===== src/rtl/prio_arb_pkg.sv =====
package prio_arb_pkg;

  typedef enum logic [2:0] {
    MODE_OFF,
    MODE_SOLO,
    MODE_RATIO,
    MODE_LEFT,
    MODE_LOWPWR
  } arbMode_e;

  // strobes from control to datapath
  typedef struct packed {
    logic slotOpen;  // a slot may be granted this cycle
    logic owed;      // thread index owed the slot
    logic spillOk;   // partner may take an unused slot
  } slotCtl_t;

endpackage


===== src/rtl/arb_slot_ctrl.sv =====
module arb_slot_ctrl
  import prio_arb_pkg::*;
#(
  parameter int PRIO_W = 3,
  parameter int LP_GAP = 4
) (
  input  logic              clk,
  input  logic              rst_n,
  input  logic [PRIO_W-1:0] prioA,
  input  logic [PRIO_W-1:0] prioB,
  output slotCtl_t          ctl
);

  localparam int PRIO_MAX   = (1 << PRIO_W) - 1;
  localparam int RATIO_CW   = PRIO_MAX - 2;            // widest window 2^(PRIO_MAX-2)
  localparam int LP_CW      = $clog2(2 * LP_GAP);
  localparam int CNT_W      = (RATIO_CW > LP_CW) ? RATIO_CW : LP_CW;
  localparam logic [PRIO_W-1:0] P_OFF  = '0;
  localparam logic [PRIO_W-1:0] P_LEFT = PRIO_W'(1);
  localparam logic [PRIO_W-1:0] P_SOLO = PRIO_W'(PRIO_MAX);
  localparam logic [PRIO_W-1:0] P_DFLT = PRIO_W'(1 << (PRIO_W - 1));
  localparam logic [CNT_W-1:0]  LP_LIM = CNT_W'(2 * LP_GAP - 1);
  localparam logic [CNT_W-1:0]  LP_MID = CNT_W'(LP_GAP);

  logic [PRIO_W-1:0] prevA, prevB, diff;
  logic [CNT_W-1:0]  cnt, pos, limit;
  logic [CNT_W:0]    span;
  logic              aHigher, changed, highIdx;
  arbMode_e          mode;

  assign aHigher = (prioA >= prioB);
  assign highIdx = ~aHigher;
  assign diff    = aHigher ? (prioA - prioB) : (prioB - prioA);
  assign changed = (prioA != prevA) || (prioB != prevB);
  assign pos     = changed ? '0 : cnt;
  assign span    = (CNT_W + 1)'(1) << (diff + PRIO_W'(1));

  always_comb begin
    if (prioA == P_SOLO || prioB == P_SOLO)      mode = MODE_SOLO;
    else if (prioA == P_OFF || prioB == P_OFF)   mode = MODE_OFF;
    else if (prioA == P_LEFT && prioB == P_LEFT) mode = MODE_LOWPWR;
    else if (prioA == P_LEFT || prioB == P_LEFT) mode = MODE_LEFT;
    else                                         mode = MODE_RATIO;
  end

  always_comb begin
    case (mode)
      MODE_RATIO:  limit = CNT_W'(span - (CNT_W + 1)'(1));
      MODE_LOWPWR: limit = LP_LIM;
      default:     limit = '0;
    endcase
  end

  always_comb begin
    ctl = '0;
    case (mode)
      MODE_SOLO: begin
        ctl.slotOpen = 1'b1;
        ctl.owed     = (prioA != P_SOLO);
        ctl.spillOk  = 1'b0;
      end
      MODE_OFF: begin
        ctl.slotOpen = !(prioA == P_OFF && prioB == P_OFF);
        ctl.owed     = (prioA == P_OFF);
        ctl.spillOk  = 1'b0;
      end
      MODE_LOWPWR: begin
        ctl.slotOpen = (pos == '0) || (pos == LP_MID);
        ctl.owed     = (pos >= LP_MID);
        ctl.spillOk  = 1'b1;
      end
      MODE_LEFT: begin
        ctl.slotOpen = 1'b1;
        ctl.owed     = (prioA == P_LEFT);
        ctl.spillOk  = 1'b1;
      end
      default: begin
        ctl.slotOpen = 1'b1;
        ctl.owed     = (pos == limit) ? ~highIdx : highIdx;
        ctl.spillOk  = 1'b1;
      end
    endcase
    ctl.slotOpen = ctl.slotOpen & rst_n;
  end

  always_ff @(posedge clk) begin
    if (!rst_n) begin
      cnt   <= '0;
      prevA <= P_DFLT;
      prevB <= P_DFLT;
    end else begin
      cnt   <= (pos == limit) ? '0 : pos + CNT_W'(1);
      prevA <= prioA;
      prevB <= prioB;
    end
  end

endmodule


===== src/rtl/arb_slot_dp.sv =====
module arb_slot_dp
  import prio_arb_pkg::*;
#(
  parameter int N_THR = 2
) (
  input  slotCtl_t         ctl,
  input  logic [N_THR-1:0] ready,
  input  logic [N_THR-1:0] suspend,
  output logic [N_THR-1:0] grant,
  output logic             grantIdx
);

  logic [N_THR-1:0] usable;

  for (genvar t = 0; t < N_THR; t++) begin : g_use
    assign usable[t] = ready[t] & ~suspend[t];
  end

  logic other;
  assign other = ~ctl.owed;

  always_comb begin
    grant = '0;
    if (ctl.slotOpen) begin
      if (usable[ctl.owed])                grant[ctl.owed] = 1'b1;
      else if (ctl.spillOk && usable[other]) grant[other]  = 1'b1;
    end
  end

  assign grantIdx = grant[1];

endmodule


===== src/rtl/prio_slot_arbiter.sv =====
module prio_slot_arbiter
  import prio_arb_pkg::*;
#(
  parameter int PRIO_W = 3,
  parameter int LP_GAP = 4
) (
  input  logic              clk,
  input  logic              rst_n,
  input  logic [PRIO_W-1:0] prioA,
  input  logic [PRIO_W-1:0] prioB,
  input  logic              readyA,
  input  logic              readyB,
  input  logic              suspendA,
  input  logic              suspendB,
  output logic [1:0]        grant,
  output logic              grantIdx
);

  slotCtl_t ctl;

  arb_slot_ctrl #(.PRIO_W(PRIO_W), .LP_GAP(LP_GAP)) u_ctrl (
    .clk(clk), .rst_n(rst_n), .prioA(prioA), .prioB(prioB), .ctl(ctl)
  );

  arb_slot_dp #(.N_THR(2)) u_dp (
    .ctl(ctl), .ready({readyB, readyA}), .suspend({suspendB, suspendA}),
    .grant(grant), .grantIdx(grantIdx)
  );

endmodule


===== config.mk =====
export PLATFORM = sky130hd
export DESIGN_NAME = prio_slot_arbiter
export DESIGN_NICKNAME = d
export VERILOG_FILES = /design/src/rtl/prio_arb_pkg.sv /design/src/rtl/arb_slot_ctrl.sv /design/src/rtl/arb_slot_dp.sv /design/src/rtl/prio_slot_arbiter.sv
export SDC_FILE = /design/constraint.sdc
export NUM_CORES = 1
export LEC_CHECK = 0
export ABC_CLOCK_PERIOD_IN_PS = 16200
export BUFFER_PORTS_ARGS = -buffer_cell sky130_fd_sc_hd__buf_2
export CORE_MARGIN = 2
export CORE_UTILIZATION = 30
export CTS_CLUSTER_SIZE = 10
export DETAILED_ROUTE_END_ITERATION = 8
export HOLD_SLACK_MARGIN = 0.06
export PLACE_DENSITY_LB_ADDON = 0.1
export SYNTH_ARGS = -nofsm -noshare
export SYNTH_HDL_FRONTEND = slang
export SYNTH_SLANG_ARGS = --single-unit

===== constraint.sdc =====
create_clock -name clk -period 16.2 [get_ports clk]
set_input_delay 2.43 -clock clk [delete_from_list [all_inputs] [get_ports clk]]
set_output_delay 2.43 -clock clk [all_outputs]
set_load 0.05 [all_outputs]

==> results.md <==
* Status: finished clean
* I/O pin count at 15
* Grt ovf at 0
* Largest family of logic cells by synthesized area: simple AND/OR/NAND/NOR gates
* Number of CTS-inserted buffers at 3
* FP Rows at 23
* WL/cell at 13.8 um
* Detail Route Antenna Nets at 0
* Die X at 68.0 um
* Worst clock skew at 0.00218 ns
* DIE HEIGHT at 68.0 um
* Max-cap violations at 0
* RSZ-0062 raised after global routing: no
* DRC viols at 0
* CTS tree: done
* Clock Tree Root: clkbuf_8
* Finish-stage setup viols at 0
* DR WL met3 at 59 um
* Pleak at 0.000593 uW
* Synth Register Bits at 11
* CTS Buffer Depth at 2
* Die ar. at 4620 um2
* Crit share post-route at 57.2%
* Clock slew at reported path FFs at 0.05 ns
* Vias in the first global route at 1151
* First-pass GRT wire length at 5.13 mm
* Top_reg_cell synth: dfxtp_1
* Synth Area in Compound Gates at 22.4%
* Post-synthesis sequential area ratio at 17.9%
* Fmax at 108 MHz
* Minimum clock period at 9.26 ns
* Initial antenna violation count at 0
* Syn Inst Count at 157
* Wl on met1 at 1.43 mm
* Share of cells above drive strength 1 at 12.2%
* Synth Area in Simple Gates at 28.6%
* Tightest Pin Transition at 0.586 ns
* Largest net degree at the start of global routing at 11
* Drt total wl at 3.07 mm
* Critical Path RT at 13.77 ns
* Met2 routed wirelength at 1.58 mm
* Drt pass-1 iters at 4
* NumNets Final at 196
* I/O Buffers at 14
* Crit path DAT at 6.83 ns
* Synth Warn # at 0
* Syn Nets at 180
* Via count at 1143
* Final Hold Vio Count at 0
* Post-Synth Adder-Cell Area at 12.4%
* Resized cells post-CTS at 0
* Initial core utilization at 30.9%
* P&R area growth vs syn at 12.6%
* Max Slew Vio Count at 0
* Critical Path Sink Type: output pin
* Placer Congestion at 0.802
* Setup TNS at 0 ns
* Post-DP HPWL at 2.52 mm
* Via density at 5.15
* Final hold slack at 0.624 ns
* CP max FO at 8
* Antenna diode count at 0
* Hold WC Path Type: register to register
* DR iter-0 viols at 32
* Post-synth EDFFs at 0
* CTS Hold Buffers Added at 0
* Largest vdd supply drop at 0.0415 mV
* # H-tree levels at 1
* Rel. slew slack at 60.7%
* Mux cell area share after synthesis at 4.28%
* Clk_lat worst skew at 0.23 ns
* Asr flop ratio synth at 0%
* Tot GR Track Use at 14.5%
* Core Box Area at 3970 um2
* Postcts setup bufs at 0
* # clock sinks at 11
* Max layer used: met3
* Count of cell types in the netlist at 49
* Post-synthesis xor/xnor area fraction at 7.85%
* Setup CP Type: input pin to output pin
* Syn avg cell area at 7.82 um2
* CP Launch Type: input pin
* Mapped Area at 1230 um2
* Cell Pwr Density at 70.5 nW/um2
==> power by group <==
group          switching (uW)  internal, uW  total [uW]
logic                    24.9          16.4        41.3
clock network            9.61          17.2        26.8
registers               0.931          28.4        29.4
==> final timing paths <==
path                                                 start                        to  slack [ns]  cells past startpoint
worst max-delay path                              prioA[0]                  grantIdx        6.94                     16
worst min-delay path              u_ctrl.cnt[0]$_SDFF_PP0_  u_ctrl.cnt[0]$_SDFF_PP0_        0.62                      3
worst max register to register  u_ctrl.prevB[0]$_SDFF_PN0_  u_ctrl.cnt[4]$_SDFF_PP0_       13.52                      9
worst min register to register    u_ctrl.cnt[0]$_SDFF_PP0_  u_ctrl.cnt[0]$_SDFF_PP0_        0.62                      3
==> registers in the layout, indices dropped and copies added, names as in the netlist <==
name / cells
u_ctrl.prevB: 3
u_ctrl.cnt: 5
u_ctrl.prevA: 3
==> routing by layer <==
layer	up-vias	GRT usage (%)
li1	594	-
met1	535	16.4
met2	14	28.8
met3	0	2.47
met4	0	1.50
met5	-	0
==> worst max-delay path: stages <==
cell and delay, ns:
buf_2 0.18, inv_1 0.08, ha_1 0.40, nand2b_4 0.19, a31oi_1 0.48, mux2i_1 0.57, nand2b_1 0.18, ha_1 0.25
nand2_1 0.09, o32a_4 0.24, a2111oi_0 0.43, a2bb2oi_1 0.13, a211o_1 0.35, or4_1 0.48, nand2_1 0.09, buf_2 0.26
==> Yosys cell counts (all sizes together), types with 3 or more instances <==
cell type / instances / area (um2)
xor2: 4 / 35.0
nand3: 3 / 15.0
nand2b: 6 / 45.0
mux2i: 3 / 30.0
nand2: 11 / 41.3
and2: 5 / 31.3
dfxtp: 11 / 220
o21ai: 10 / 50.0
nor3: 9 / 45.0
nor2: 11 / 41.3
nor2b: 4 / 25.0
inv: 15 / 56.3
nor4: 3 / 18.8
ha: 9 / 113
xnor2: 7 / 61.3
a21oi: 6 / 30.0
==> cells by family after synthesis <==
family          Yosys count
mux                       5
buf+inv                  18
xor+xnor                 11
flops                    11
compound gates           37
fa+ha+maj                11
simple gates             64
==> through the flow <==
step	area [um2]	cells	power, uW	util (%)	setup WS [ns]
finish	1380	222	97.5	34.8	6.94
global route	1380	222	105	34.8	6.60
CTS	1380	222	98.4	34.8	6.98
detailed placement	1340	218	71.1	33.7	7.01
global placement	1340	218	70.1	33.7	7.13
floorplan	1230	157	61.7	-	7.03
==> layout by cell type (no fill, tap or decap), types with 2 or more instances in the layout <==
cell type and n:
buf_2 14, o211ai_1 2, a211o_1 2, xnor2_1 7, mux2i_1 3, nand4_1 2, ha_1 9, and3_1 2
clkbuf_8 3, o21ai_0 9, inv_1 15, nor2_1 11, nor3_1 9, fa_1 2, and2_1 5, a211oi_1 2
a21oi_1 6, nand2_1 11, or4_1 2, dfxtp_1 11, nor2b_1 4, nand3_1 3, nor4_1 3, a31oi_1 2
nand2b_1 5, o31a_1 2, xor2_1 4
==> area by class of cell <==
type | instances | area (um2)
Timing Repair Buffer | 14 | 70.1
Inverter | 15 | 56.3
Sequential cell | 11 | 220
Multi-Input combinational cell | 128 | 928
Tap cell | 50 | 62.6
Clock buffer | 4 | 45.0
Fill cell | 432 | 2590
(Power assumes the default switching activity.)
